===== src/rtl/chain_dma_pkg.sv =====
package chain_dma_pkg;
  typedef enum logic [3:0] {
    EVT_NONE     = 4'd0,
    EVT_UNDERRUN = 4'd1,
    EVT_OVERRUN  = 4'd2,
    EVT_DESC     = 4'd3,
    EVT_DATA     = 4'd4,
    EVT_EARLY    = 4'd5,
    EVT_OK       = 4'd15
  } evt_e;

  typedef enum logic [2:0] {
    W_IDLE, W_DREQ, W_DWAIT, W_GATE, W_XREQ, W_XWAIT, W_PUSH
  } wstate_e;

  localparam int IDX_GCTL  = 0;
  localparam int IDX_DPTR  = 1;
  localparam int IDX_CCTL  = 2;
  localparam int IDX_IEN   = 3;
  localparam int IDX_ISTAT = 4;

  localparam int B_EN   = 0;
  localparam int B_SRST = 8;
  localparam int B_RUN  = 7;
  localparam int B_DIR  = 22;
  localparam int B_FMT  = 30;
  localparam int B_LAST = 31;
endpackage


===== src/rtl/chain_dma_regs.sv =====
module chain_dma_regs
  import chain_dma_pkg::*;
#(
  parameter int ADDR_W = 32,
  parameter int IDX_W  = 3
) (
  input  logic              clk,
  input  logic              rst_n,
  input  logic              wr_en,
  input  logic [IDX_W-1:0]  wr_idx,
  input  logic [31:0]       wr_data,
  input  logic [IDX_W-1:0]  rd_idx,
  output logic [31:0]       rd_data,
  input  logic              done_i,
  input  evt_e              code_i,
  output logic              start_o,
  output logic              abort_o,
  output logic              dir_o,
  output logic [ADDR_W-1:0] head_o,
  output logic              irq_o
);
  logic en_q, ie_q, st_q, run_q, dir_q;
  logic [ADDR_W-1:0] head_q;
  evt_e evt_q;
  logic wr_gctl, wr_dptr, wr_cctl, wr_ien, wr_ist;

  assign wr_gctl = wr_en && (wr_idx == IDX_W'(IDX_GCTL));
  assign wr_dptr = wr_en && (wr_idx == IDX_W'(IDX_DPTR));
  assign wr_cctl = wr_en && (wr_idx == IDX_W'(IDX_CCTL));
  assign wr_ien  = wr_en && (wr_idx == IDX_W'(IDX_IEN));
  assign wr_ist  = wr_en && (wr_idx == IDX_W'(IDX_ISTAT));

  assign abort_o = wr_gctl && wr_data[B_SRST];
  assign start_o = wr_cctl && !run_q && en_q && wr_data[B_RUN];
  assign dir_o   = dir_q;
  assign head_o  = head_q;
  assign irq_o   = st_q & ie_q;

  always_ff @(posedge clk or negedge rst_n) begin
    if (!rst_n) begin
      en_q <= 1'b0; ie_q <= 1'b0; st_q <= 1'b0; run_q <= 1'b0; dir_q <= 1'b0;
      head_q <= '0; evt_q <= EVT_NONE;
    end else if (abort_o) begin
      en_q <= 1'b0; run_q <= 1'b0; dir_q <= 1'b0; st_q <= 1'b0; evt_q <= EVT_NONE;
    end else begin
      if (wr_gctl) en_q <= wr_data[B_EN];
      if (wr_dptr && !run_q) head_q <= wr_data[ADDR_W-1:0];
      if (wr_cctl && !run_q) begin
        dir_q <= wr_data[B_DIR];
        if (start_o) begin
          run_q <= 1'b1;
          evt_q <= EVT_NONE;
        end
      end
      if (wr_ien) ie_q <= wr_data[0];
      if (wr_ist && wr_data[0]) st_q <= 1'b0;
      if (done_i) begin
        run_q <= 1'b0;
        evt_q <= code_i;
        st_q  <= 1'b1;
      end
    end
  end

  always_comb begin
    rd_data = '0;
    case (rd_idx)
      IDX_W'(IDX_GCTL):  rd_data[B_EN] = en_q;
      IDX_W'(IDX_DPTR):  rd_data[ADDR_W-1:0] = head_q;
      IDX_W'(IDX_CCTL): begin
        rd_data[3:0]   = evt_q;
        rd_data[B_RUN] = run_q;
        rd_data[B_DIR] = dir_q;
      end
      IDX_W'(IDX_IEN):   rd_data[0] = ie_q;
      IDX_W'(IDX_ISTAT): rd_data[0] = st_q;
      default:           rd_data = '0;
    endcase
  end


  done_clears_run_chk: assert property (@(posedge clk) disable iff (!rst_n)
    (done_i && !abort_o) |=> (!run_q && st_q));


  start_needs_enable_chk: assert property (@(posedge clk) disable iff (!rst_n)
    $rose(run_q) |-> $past(en_q));
endmodule


===== src/rtl/chain_dma_walker.sv =====
module chain_dma_walker
  import chain_dma_pkg::*;
#(
  parameter int ADDR_W = 32,
  parameter int CNT_W  = 16
) (
  input  logic              clk,
  input  logic              rst_n,
  input  logic              abort_i,
  input  logic              start_i,
  input  logic              dir_i,
  input  logic [ADDR_W-1:0] head_i,
  output logic              mem_valid_o,
  input  logic              mem_ready_i,
  output logic              mem_write_o,
  output logic [ADDR_W-1:0] mem_addr_o,
  output logic [31:0]       mem_wdata_o,
  input  logic              mem_rvalid_i,
  input  logic [31:0]       mem_rdata_i,
  input  logic              mem_rerr_i,
  input  logic              rx_valid_i,
  output logic              rx_ready_o,
  input  logic [31:0]       rx_data_i,
  output logic              tx_valid_o,
  input  logic              tx_ready_i,
  output logic [31:0]       tx_data_o,
  input  logic              pend_i,
  output logic              done_o,
  output evt_e              code_o
);
  localparam logic [ADDR_W-1:0] ASTEP = ADDR_W'(4);
  localparam logic [CNT_W-1:0]  CSTEP = CNT_W'(4);

  wstate_e state_q;
  logic [ADDR_W-1:0] cur_q, buf_q, nxt_q;
  logic [CNT_W-1:0]  cnt_q;
  logic              last_q, done_q;
  logic [31:0]       word_q;
  logic [1:0]        didx_q;
  evt_e              code_q;
  logic              cnt_empty, fin, adv;
  evt_e              fin_code;

  assign cnt_empty   = (cnt_q[CNT_W-1:2] == '0);
  assign mem_valid_o = (state_q == W_DREQ) || (state_q == W_XREQ);
  assign mem_write_o = (state_q == W_XREQ) && dir_i;
  assign mem_addr_o  = (state_q == W_DREQ) ? cur_q + ADDR_W'({didx_q, 2'b00}) : buf_q;
  assign mem_wdata_o = word_q;
  assign rx_ready_o  = (state_q == W_GATE) && dir_i && !cnt_empty && !pend_i;
  assign tx_valid_o  = (state_q == W_PUSH);
  assign tx_data_o   = word_q;
  assign done_o      = done_q;
  assign code_o      = code_q;

  always_comb begin
    fin = 1'b0;
    fin_code = EVT_NONE;
    adv = 1'b0;
    case (state_q)
      W_DWAIT: if (mem_rvalid_i && (mem_rerr_i || (didx_q == 2'd0 && !mem_rdata_i[B_FMT]))) begin
        fin = 1'b1; fin_code = EVT_DESC;
      end
      W_GATE: if (cnt_empty && last_q) begin
        fin = 1'b1; fin_code = EVT_OK;
      end else if (!cnt_empty && pend_i) begin
        fin = 1'b1; fin_code = EVT_EARLY;
      end
      W_XWAIT: if (mem_rvalid_i) begin
        if (mem_rerr_i) begin
          fin = 1'b1; fin_code = EVT_DATA;
        end else adv = dir_i;
      end
      W_PUSH: adv = tx_ready_i;
      default: ;
    endcase
  end

  always_ff @(posedge clk or negedge rst_n) begin
    if (!rst_n) begin
      state_q <= W_IDLE; cur_q <= '0; buf_q <= '0; nxt_q <= '0; cnt_q <= '0;
      last_q <= 1'b0; done_q <= 1'b0; word_q <= '0; didx_q <= '0; code_q <= EVT_NONE;
    end else begin
      done_q <= 1'b0;
      if (abort_i) begin
        state_q <= W_IDLE;
      end else if (fin) begin
        state_q <= W_IDLE;
        done_q  <= 1'b1;
        code_q  <= fin_code;
      end else begin
        if (adv) begin
          buf_q <= buf_q + ASTEP;
          cnt_q <= cnt_q - CSTEP;
        end
        case (state_q)
          W_IDLE: if (start_i) begin
            cur_q <= head_i; didx_q <= 2'd0; state_q <= W_DREQ;
          end
          W_DREQ: if (mem_ready_i) state_q <= W_DWAIT;
          W_DWAIT: if (mem_rvalid_i) begin
            case (didx_q)
              2'd0: begin
                cnt_q  <= mem_rdata_i[CNT_W-1:0];
                last_q <= mem_rdata_i[B_LAST];
              end
              2'd1:    buf_q <= mem_rdata_i[ADDR_W-1:0];
              default: nxt_q <= mem_rdata_i[ADDR_W-1:0];
            endcase
            if (didx_q == 2'd2) state_q <= W_GATE;
            else begin
              didx_q <= didx_q + 2'd1; state_q <= W_DREQ;
            end
          end
          W_GATE: if (cnt_empty) begin
            cur_q <= nxt_q; didx_q <= 2'd0; state_q <= W_DREQ;
          end else if (!dir_i) state_q <= W_XREQ;
          else if (rx_valid_i) begin
            word_q <= rx_data_i; state_q <= W_XREQ;
          end
          W_XREQ: if (mem_ready_i) state_q <= W_XWAIT;
          W_XWAIT: if (mem_rvalid_i) begin
            if (dir_i) state_q <= W_GATE;
            else begin
              word_q <= mem_rdata_i; state_q <= W_PUSH;
            end
          end
          W_PUSH: if (tx_ready_i) state_q <= W_GATE;
          default: state_q <= W_IDLE;
        endcase
      end
    end
  end


  tx_hold_chk: assert property (@(posedge clk) disable iff (!rst_n)
    (tx_valid_o && !tx_ready_i && !abort_i) |=> (tx_valid_o && $stable(tx_data_o)));


  mem_hold_chk: assert property (@(posedge clk) disable iff (!rst_n)
    (mem_valid_o && !mem_ready_i && !abort_i) |=>
      (mem_valid_o && $stable(mem_addr_o) && $stable(mem_write_o)));


  abort_quiet_chk: assert property (@(posedge clk) disable iff (!rst_n)
    abort_i |=> (!mem_valid_o && !tx_valid_o));
endmodule


===== src/rtl/chain_dma.sv =====
module chain_dma
  import chain_dma_pkg::*;
#(
  parameter int ADDR_W = 32,
  parameter int CNT_W  = 16
) (
  input  logic              clk,
  input  logic              rst_n,
  input  logic              reg_wr_en,
  input  logic [2:0]        reg_wr_idx,
  input  logic [31:0]       reg_wr_data,
  input  logic [2:0]        reg_rd_idx,
  output logic [31:0]       reg_rd_data,
  output logic              irq,
  output logic              mem_valid,
  input  logic              mem_ready,
  output logic              mem_write,
  output logic [ADDR_W-1:0] mem_addr,
  output logic [31:0]       mem_wdata,
  input  logic              mem_rvalid,
  input  logic [31:0]       mem_rdata,
  input  logic              mem_rerr,
  input  logic              rx_valid,
  output logic              rx_ready,
  input  logic [31:0]       rx_data,
  output logic              tx_valid,
  input  logic              tx_ready,
  output logic [31:0]       tx_data,
  input  logic              periph_end
);
  localparam int IDX_W = 3;

  logic start, abort, dir, done;
  logic [ADDR_W-1:0] head;
  evt_e code;

  chain_dma_regs #(.ADDR_W(ADDR_W), .IDX_W(IDX_W)) u_regs (
    .clk(clk), .rst_n(rst_n), .wr_en(reg_wr_en), .wr_idx(reg_wr_idx),
    .wr_data(reg_wr_data), .rd_idx(reg_rd_idx), .rd_data(reg_rd_data),
    .done_i(done), .code_i(code), .start_o(start), .abort_o(abort),
    .dir_o(dir), .head_o(head), .irq_o(irq)
  );

  chain_dma_walker #(.ADDR_W(ADDR_W), .CNT_W(CNT_W)) u_walk (
    .clk(clk), .rst_n(rst_n), .abort_i(abort), .start_i(start), .dir_i(dir),
    .head_i(head), .mem_valid_o(mem_valid), .mem_ready_i(mem_ready),
    .mem_write_o(mem_write), .mem_addr_o(mem_addr), .mem_wdata_o(mem_wdata),
    .mem_rvalid_i(mem_rvalid), .mem_rdata_i(mem_rdata), .mem_rerr_i(mem_rerr),
    .rx_valid_i(rx_valid), .rx_ready_o(rx_ready), .rx_data_i(rx_data),
    .tx_valid_o(tx_valid), .tx_ready_i(tx_ready), .tx_data_o(tx_data),
    .pend_i(periph_end), .done_o(done), .code_o(code)
  );
endmodule


===== config.mk =====
export PLATFORM = sky130hd
export DESIGN_NAME = chain_dma
export DESIGN_NICKNAME = d
export VERILOG_FILES = /design/src/rtl/chain_dma_pkg.sv /design/src/rtl/chain_dma_regs.sv /design/src/rtl/chain_dma_walker.sv /design/src/rtl/chain_dma.sv
export SDC_FILE = /design/constraint.sdc
export NUM_CORES = 1
export LEC_CHECK = 0
export BUFFER_PORTS_ARGS = -buffer_cell sky130_fd_sc_hd__buf_2
export CORE_MARGIN = 2
export CORE_UTILIZATION = 56
export CTS_CLUSTER_SIZE = 8
export DETAILED_ROUTE_END_ITERATION = 6
export GPL_ROUTABILITY_DRIVEN = 0
export GPL_TIMING_DRIVEN = 0
export PLACE_DENSITY_LB_ADDON = 0.12
export SETUP_SLACK_MARGIN = 0.02
export SYNTH_ARGS = -nofsm -noshare
export SYNTH_HDL_FRONTEND = slang
export SYNTH_SLANG_ARGS = --single-unit

===== constraint.sdc =====
create_clock -name clk -period 3.3 [get_ports clk]
set_input_delay 0.33 -clock clk [delete_from_list [all_inputs] [get_ports clk]]
set_output_delay 0.33 -clock clk [all_outputs]
set_load 0.02 [all_outputs]

==> results of run 1 <==
area by class of cell:
type	count	area (sq um)	share of cell area (%)
clock buffer	18	439	3.21
clock inverter	14	163	1.19
timing repair buffer	250	1310	9.60
inverter	27	101	0.741
sequential	194	4850	35.5
buffer	106	559	4.09
multi-input combinational	844	5920	43.2
tap	270	338	2.47
logic make-up (layout without fill, tap and decap cells):
family	count (synthesis)	in the layout
and+or+nand+nor	425	425
DFF	194	194
AOI/OAI and AO/OA	212	212
adders and majority gates	9	9
xor gates and xnor gates	28	28
muxes	170	170
buffers and inverters	134	415
power breakdown:
group	total [uW]	internal (uW)	switching (uW)	leakage, uW
sequential	4140	3280	859	0.00243
combinational	4730	2030	2700	0.00367
clock	2140	1100	1040	0.000297
total	11000	6420	4600	0.00640
stage by stage:
stage / std cells / util, % / setup TNS [ps] / setup WS, ps / hold WS (ps)
floorplan: 1172 / - / 0 / 437 / 34.4
global route: 1723 / 68.1 / 0 / 5.90 / 107
CTS: 1718 / 67.5 / 0 / 39.7 / 103
detailed placement: 1685 / 64.4 / -11530 / -332 / 430
global placement: 1684 / 64.2 / -273120 / -1400 / 481
finish: 1723 / 68.1 / 0 / 87.5 / 112
final timing paths:
kind                                      to              from  slack, ps
min                        u_regs.head_o[23]   reg_wr_data[23]        110
max in group asynchronous   u_walk.buf_q[18]             rst_n       1810
min reg2reg                 u_walk.code_o[1]  u_walk.code_o[1]        510
max                         u_walk.buf_q[25]   u_walk.cnt_q[5]         90
max reg2reg                 u_walk.buf_q[25]   u_walk.cnt_q[5]         90
min in group asynchronous        u_regs.ie_q             rst_n        530
repair_timing:
| item | CTS | global route |
|---|---|---|
| endpoints found under the hold margin | 102 | 0 |
| pin swaps | 1 | 0 |
| gates resized for setup | 8 | 27 |
| hold buffers | 1 | 0 |
| setup endpoints to repair | 111 | 98 |
| setup buffers | 1 | 4 |
cells in the mapped netlist, types with 7 or more instances:
cell type  count
a211oi_1      15
nor2_1        39
mux2_2       159
a2bb2oi_1     24
inv_1         27
and2_1        36
mux2i_1       10
and3_1        13
xnor2_1       21
dfrtp_1      194
a22oi_1       14
ha_1           8
buf_1         11
o21ai_0       52
nand3_1       29
buf_4         35
nor4_1        12
clkbuf_1      57
a21oi_1       20
nand4_1       20
nor3_1        39
nand2_1      181
o22a_1        11
a31oi_1       24
xor2_1         7
and4_1         9
o22ai_1       18
flip-flops by register name, indices dropped and copies added, names as in the netlist, 2 cells and up:
register and count:
u_walk.mem_wdata_o 32, u_walk.state_q 3, u_walk.nxt_q 32, u_walk.didx_q 2, u_regs.head_o 32, u_regs.evt_q 4
u_walk.cur_q 32, u_walk.code_o 4, u_walk.buf_q 32, u_walk.cnt_q 14
metal layers:
layer / vias to the layer above / track usage, %
li1: 4733 / -
met1: 5006 / 43.7
met2: 594 / 51.2
met3: 117 / 6.00
met4: 0 / 13.9
met5: - / 0
worst register-to-register path: stages (launching register included):
cell and delay (ps):
dfrtp_1 460, or4_4 620, nor4_4 580, mux2i_4 500, clkbuf_1 560, nor3_1 170
a2bb2oi_1 170
==> summary.md, run 1 <==
| Metric | Value |
|---|---|
| Max_slew headroom | `21.0%` |
| Main synth FF type | `dfrtp_1` |
| Min-delay worst type | `in2reg` |
| CP Max Fanout | `10` |
| Avg Cell Area, Syn | `9.69 sq um` |
| Worst skew pair latency | `440 ps` |
| Antenna viol nets, final | `0` |
| Fin Clk Skew | `10.6 ps` |
| WP depth | `6` |
| Hold Violations, Final | `0` |
| Mux share of post-synthesis cell area | `16.7%` |
| Critical path buffers and inverters | `1` |
| Cell count after synthesis | `1172` |
| Diode count | `0` |
| Die area | `0.0214 sq mm` |
| Crit path max-delay family | `simple AND/OR/NAND/NOR gates` |
| CP max-delay cell | `or4_4` |
| Lkg Pwr | `0.00640 uW` |
| Number of synthesized flops with an enable pin | `0` |
| Slew @ Worst Pin | `1170 ps` |
| DR pass1 iterations | `6` |
| Sequential share of the synthesized area | `42.7%` |
| Placement-stage cell area | `0.0129 sq mm` |
| Share of cells above drive strength 1 | `34.9%` |
| R2R depth | `6` |
| Vias post-DR | `10500` |
| Post-synthesis adder-cell area fraction | `1.06%` |
| H-tree Lvls | `4` |
| Post-synth net total | `1292` |
| Global-route wire length before repair | `54200 um` |
| Post-Synth Simple-Gate Area | `18.9%` |
| Core Region | `0.0201 sq mm` |
| Top Metal Used | `met4` |
| CTS tree | `done` |
| WP data arrival | `3500 ps` |
| Buffers added on ports | `242` |
| Share of the synthesized area in the top cell type | `42.7%` |
| Largest family of logic cells by synthesized area | `simple AND/OR/NAND/NOR gates` |
| Asr flop ratio synth | `100%` |
| Pwr/cell area | `805 mW/mm^2` |
| Metal2 WL | `15900 um` |
| # setup viols final | `0` |
| Hold path depth | `2` |
| Final min period | `3210 ps` |
| RSZ-0062 raised after global routing | `yes` |
| Element type at the critical path end | `flip-flop` |
| Status | `finished clean` |
| Clk root buf | `clkbuf_16` |
| Cells taking the most area after synthesis | `dfrtp_1 (43%), mux2_2 (16%), nand2_1 (6.0%)` |
| CP Data Required Time | `3590 ps` |
| Vias in the first global route | `9972` |
| Pins Over Slew Limit | `0` |
| Overall power | `11000 uW` |
| Wl on met1 | `14100 um` |
| Area grow syn2layout | `20.4%` |
| Tcrit/Tclk final | `97.3%` |
| Synth Area in Compound Gates | `12.6%` |
| Netlist cell types | `63` |
| Initial core utilization | `56.5%` |
| Final nets | `1560` |
| Fillcell total | `1617` |
| Most frequent cells in the layout | `buf_2 (237), dfrtp_1 (194), nand2_1 (181)` |
| Initial antenna violation count | `1` |
| DRT Wirelength | `34800 um` |
| Reg clk slew, reported paths | `80 ps` |
| Max_cap viols | `0` |
| CP cell instances | `or4_4, nor4_4, mux2i_4, clkbuf_1, nor3_1, a2bb2oi_1` |
| Die Wd | `146 um` |
| Most common cell after layout, fill and taps aside | `buf_2` |
| CTS sink cnt | `194` |
| Site Rows | `52` |
| Synth warn | `0` |
| FMAX | `311 MHz` |
| Met3 wire len | `3220 um` |
| Hpwl dp | `25900 um` |
| Wire length per cell | `20.2 um` |
| Peak VDD IR | `0.612 mV` |
| Top Ports | `244` |
| Grt total ovfl | `0` |
| FF+latch count, synth | `194` |
| Max clock buf depth | `2` |
| Die H | `146 um` |
| DR DRC count | `0` |
| Initial drt markers | `1101` |
| Post-synthesis xor/xnor area fraction | `2.16%` |
| Mapped Area | `0.0114 sq mm` |
| Crit-path max cell delay | `620 ps` |
| Design area | `0.0137 sq mm` |
| Overall routing resource usage | `32.3%` |
| Critical Path Start Type | `flip-flop` |
| CTS Buf Count | `17` |
| Vias per inst | `6.07` |
| Crit path kind | `reg2reg` |
| Yosys top cell by area | `dfrtp_1` |
| Largest net degree at the start of global routing | `104` |
No activity file was read; power rests on OpenSTA's default activity.
==> inputs of run 2 (changes only) <==
--- a/config.mk
+++ b/config.mk
@@ -8,2 +8,4 @@
 export BUFFER_PORTS_ARGS = -buffer_cell sky130_fd_sc_hd__buf_2
+export CAP_MARGIN = 20
+export CORE_ASPECT_RATIO = 1.1
 export CORE_MARGIN = 2
==> constraint.sdc (replaced) <==
create_clock -name clk -period 3.3 [get_ports clk]
set_input_delay 0.495 -clock clk [delete_from_list [all_inputs] [get_ports clk]]
set_output_delay 0.495 -clock clk [all_outputs]
set_load 0.02 [all_outputs]
==> summary.md, run 2 (synthesized netlist as in run 1, its figures left out) <==
| Metric | Value |
|---|---|
| Crit-path max cell delay | `380 ps` |
| Critical R2R Launch | `u_walk.cnt_q[5]` |
| CTS Buf Count | `17` |
| Lkg Pwr | `0.00641 uW` |
| Tcrit/Tclk final | `99.1%` |
| Hold Violations, Final | `0` |
| Post-layout util | `68.8%` |
| Pwr/cell area | `810 mW/mm^2` |
| Top Ports | `244` |
| Die area | `0.0214 sq mm` |
| Buffers added on ports | `242` |
| Reg clk slew, reported paths | `80 ps` |
| Global-route wire length before repair | `53900 um` |
| CP max-delay cell | `dfrtp_1` |
| Final min period | `3270 ps` |
| Final nets | `1560` |
| CP Data Required Time | `2800 ps` |
| Die Wd | `140 um` |
| Element type at the critical path end | `output port` |
| Fin Clk Skew | `12.0 ps` |
| Critical path buffers and inverters | `3` |
| Grt total ovfl | `0` |
| Max clock buf depth | `2` |
| Crit path max-delay family | `simple AND/OR/NAND/NOR gates` |
| Initial core utilization | `57.2%` |
| Largest net degree at the start of global routing | `100` |
| Min-delay worst type | `in2async` |
| DRT Wirelength | `34800 um` |
| Pre-CTS setup slack | `-156 ps` |
| Max_slew headroom | `42.6%` |
| Slew @ Worst Pin | `853 ps` |
| Pins Over Slew Limit | `0` |
| Status | `finished clean` |
| CTS sink cnt | `194` |
| Crit path kind | `reg2out` |
| Area grow syn2layout | `20.3%` |
| FMAX | `306 MHz` |
| CTS tree | `done` |
| Most common cell after layout, fill and taps aside | `buf_2` |
| CP cell instances | `ha_2, inv_1, fa_2, and4b_2, nand4_1, buf_4, nor3_1, xnor2_1, o21ai_1, buf_2` |
| Share of cells above drive strength 1 | `35.1%` |
| DR DRC count | `0` |
| # setup viols final | `0` |
| H-tree Lvls | `4` |
| Antenna viol nets, final | `0` |
| Vias in the first global route | `9868` |
| Fillcell total | `1644` |
| Core Region | `0.0199 sq mm` |
| Most frequent cells in the layout | `buf_2 (238), dfrtp_1 (194), nand2_1 (181)` |
| Worst skew pair latency | `450 ps` |
| DR pass1 iterations | `6` |
| Diode count | `0` |
| Hold_ws | `80.1 ps` |
| Peak VDD IR | `0.598 mV` |
| Area of the multi-input gates | `0.00592 sq mm` |
| Hpwl dp | `25700 um` |
| Fin worst setup slack | `30.5 ps` |
| Clk root buf | `clkbuf_16` |
| Wire length per cell | `20.4 um` |
| RSZ-0062 raised after global routing | `yes` |
| FF+latch area | `0.00485 sq mm` |
| Initial drt markers | `967` |
| WP data arrival | `2770 ps` |
| Vias per inst | `6.13` |
| Critical Path Start Type | `flip-flop` |
| Max_cap viols | `0` |
| CP Max Fanout | `7` |
| Die H | `153 um` |
| Vias post-DR | `10400` |
| Overall routing resource usage | `31.9%` |
| Setup crit start | `u_walk.didx_q[0]` |
| Initial antenna violation count | `0` |
| Site Rows | `54` |
run 2: changes by cell type in the layout (fill, tap and decap cells not counted), sizes merged:
| cell | delta |
|---|---|
| dlygate4sd3 | -1 |
| inv | -1 |
| clkbuf | +1 |
| clkinv | -2 |
| bufinv | +1 |
| buf | +1 |
run 2: routing by layer:
metal	up-vias	part of all wire, %	GRT usage (%)
met5	-	0	0
met4	0	4.9	14.5
met3	107	7.7	5.17
met2	546	47	50.9
met1	5039	40	43.0
li1	4747	-	-
run 2: path summary, 6_finish.rpt:
| check | end | depth (start not counted) | slack (ps) |
|---|---|---|---|
| worst min register to register | u_walk.nxt_q[12] | 1 | 500 |
| min in group clk | u_regs.head_o[6] | 2 | 270 |
| worst min-delay path | u_regs.head_o[2] | 1 | 80 |
| worst max register to register | u_walk.buf_q[19] | 6 | 140 |
| worst max-delay path | mem_addr[22] | 10 | 30 |
| max in group asynchronous | u_walk.buf_q[31] | 2 | 2230 |
run 2: final cells by class:
cell class	instances	area share, %
Multi-Input combinational cell	844	43.3
Sequential cell	194	35.5
Timing Repair Buffer	250	9.57
Buffer	106	4.09
Clock buffer	19	3.31
Tap cell	252	2.31
Clock inverter	12	1.21
Inverter	27	0.741
run 2: what timing repair did:
action,in CTS,in global routing
endpoints found under the setup margin,42,120
hold buffers,0,0
buffers inserted,5,0
pin swaps,1,1
resized for setup,9,29
run 2: worst reg2reg max path, cell delays in order, from the launching register on:
cell	delay, ps
dfrtp_1	460
or4_4	610
nor4_4	550
mux2i_4	510
clkbuf_1	600
nor3_1	150
a2bb2oi_1	160
run 2: stage by stage:
step           TNS [ps]  cells  power (uW)  instance area, sq um
4_1_cts               0   1703       11000                 13600
5_1_grt           -64.4   1704       11600                 13700
2_1_floorplan         0   1172        7130                 11400
3_3_place_gp    -301140   1666        8640                 12900
3_5_place_dp       -912   1668        8780                 12900
6_report              0   1704       11100                 13700
run 2: report_power, final:
part	switching, uW	internal [uW]	total (uW)
clock network	1010	1190	2200
logic	2690	2040	4730
registers	856	3290	4140
==> inputs of run 3 (changes only) <==
CORE_UTILIZATION = 55   (was 56)
==> summary.md, run 3 (synthesized netlist as in run 1, its figures left out) <==
| Metric | Value |
|---|---|
| Lkg Pwr | `0.00648 uW` |
| Largest net degree at the start of global routing | `110` |
| Core Region | `0.0204 sq mm` |
| Most common cell after layout, fill and taps aside | `buf_2` |
| Placement-stage cell area | `0.0129 sq mm` |
| CP cell instances | `ha_2, inv_2, fa_2, and4b_2, nand4_1, buf_6, nor3b_4, xnor2_1, o21ai_1, buf_4` |
| Vias in the first global route | `9932` |
| CP Data Required Time | `2800 ps` |
| Final min period | `3230 ps` |
| DR DRC count | `0` |
| Reg2reg end | `u_walk.cur_q[26]` |
| CTS sink cnt | `194` |
| Crit-path max cell delay | `380 ps` |
| Initial drt markers | `871` |
| Antenna viol nets, final | `0` |
| Status | `finished clean` |
| WP depth | `10` |
| Share of cells above drive strength 1 | `35.4%` |
| Top Ports | `244` |
| Setup crit start | `u_walk.cur_q[2]` |
| Clk root buf | `clkbuf_16` |
| # setup viols final | `0` |
| CTS Buf Count | `17` |
| Hold Violations, Final | `0` |
| Wire length per cell | `20.4 um` |
| Peak VDD IR | `0.571 mV` |
| Critical Path Start Type | `flip-flop` |
| Reg clk slew, reported paths | `70 ps` |
| Worst skew pair latency | `440 ps` |
| Final nets | `1564` |
| Initial core utilization | `55.6%` |
| DRT Wirelength | `34900 um` |
| Pins Over Slew Limit | `0` |
| R2r setup slk | `130 ps` |
| Fin worst setup slack | `65.5 ps` |
| Critical path buffers and inverters | `3` |
| Design area | `0.0137 sq mm` |
| Buffers added on ports | `242` |
| Pre-CTS setup slack | `-195 ps` |
| Max_slew headroom | `43.5%` |
| Most frequent cells in the layout | `buf_2 (242), dfrtp_1 (194), nand2_1 (181)` |
| H-tree Lvls | `4` |
| Initial antenna violation count | `0` |
| WP data arrival | `2740 ps` |
| Die Wd | `141 um` |
| Final std cells w/o fill | `1712` |
| Min-delay worst type | `in2async` |
| CP Capture Point | `mem_addr[30]` |
| Pwr/cell area | `806 mW/mm^2` |
| Critical R2R Launch | `u_walk.cnt_q[5]` |
| Diode count | `0` |
| Vias per inst | `6.10` |
| Element type at the critical path end | `output port` |
| Tcrit/Tclk final | `98.0%` |
| Overall routing resource usage | `32.0%` |
| Crit path max-delay family | `simple AND/OR/NAND/NOR gates` |
| Fin Clk Skew | `13.3 ps` |
| R2R depth | `6` |
| Grt total ovfl | `0` |
| CP max-delay cell | `dfrtp_1` |
| Slew @ Worst Pin | `847 ps` |
| Overall power | `11100 uW` |
| RSZ-0062 raised after global routing | `yes` |
| Placed Cells | `1672` |
| Die area | `0.0218 sq mm` |
| Max clock buf depth | `2` |
| CTS tree | `done` |
| Crit path kind | `reg2out` |
| Area grow syn2layout | `21.0%` |
| Vias post-DR | `10400` |
| Site Rows | `55` |
| Die H | `155 um` |
| FMAX | `309 MHz` |
| CP Max Fanout | `8` |
| DR pass1 iterations | `5` |
| Global-route wire length before repair | `54400 um` |
| Max_cap viols | `0` |
| Hpwl dp | `25900 um` |
==> run 3: worst min path at each step <==
stage / cells after the start / start / endpoint
3_5_place_dp: 1 / u_walk.nxt_q[19] / u_walk.nxt_q[19]
5_1_grt: 1 / rst_n / u_regs.head_o[1]
2_1_floorplan: 0 / rst_n / u_regs.dir_o
4_1_cts: 1 / rst_n / u_regs.head_o[1]
6_report: 1 / rst_n / u_regs.head_o[1]
3_3_place_gp: 1 / u_walk.nxt_q[14] / u_walk.nxt_q[14]
==> run 3: routing by layer <==
metal	track usage, %	part of all wire, %	vias up
li1	-	-	4744
met5	0	0	-
met2	52.1	48	544
met4	15.3	4.6	0
met1	42.1	40	5049
met3	4.80	7.2	110
==> run 3: through the flow <==
step / utilization, % / TNS, ps / hold slack [ps]
after floorplan: - / 0 / 199
after global placement: 63.1 / -304910 / 481
after detailed placement: 63.3 / -2580 / 487
after CTS: 66.6 / 0 / 77.4
after global routing: 67.2 / -285 / 100
final: 67.2 / 0 / 35.9
==> run 3: repair_timing <==
item	4_1_cts	5_1_grt
endpoints found under the setup margin	108	117
setup buffers	4	5
pin swaps	1	5
gates resized for setup	10	31
hold buffers	0	0
==> run 3: where the power goes <==
| part | internal, uW | leakage [uW] | switching, uW |
|---|---|---|---|
| registers | 3290 | 0.00243 | 852 |
| logic | 2040 | 0.00374 | 2690 |
| clock network | 1220 | 0.000302 | 1000 |
| total | 6540 | 0.00648 | 4540 |
==> run 3: area by class of cell <==
cell class                 count  area, sq um
clock buffer                  17          425
inverter                      27          101
multi-input combinational    844         5960
tap                          256          320
clock inverter                14          191
fill                        1681         6700
sequential                   194         4850
timing repair buffer         254         1340
buffer                       106          559
==> run 3: worst reg2reg max path: stages, from the launching register on <==
cell and delay [ps]:
dfrtp_1 450, or4_4 610, nor4_4 570, mux2i_4 230, nor4_4 590, buf_6 260, mux2_2 350
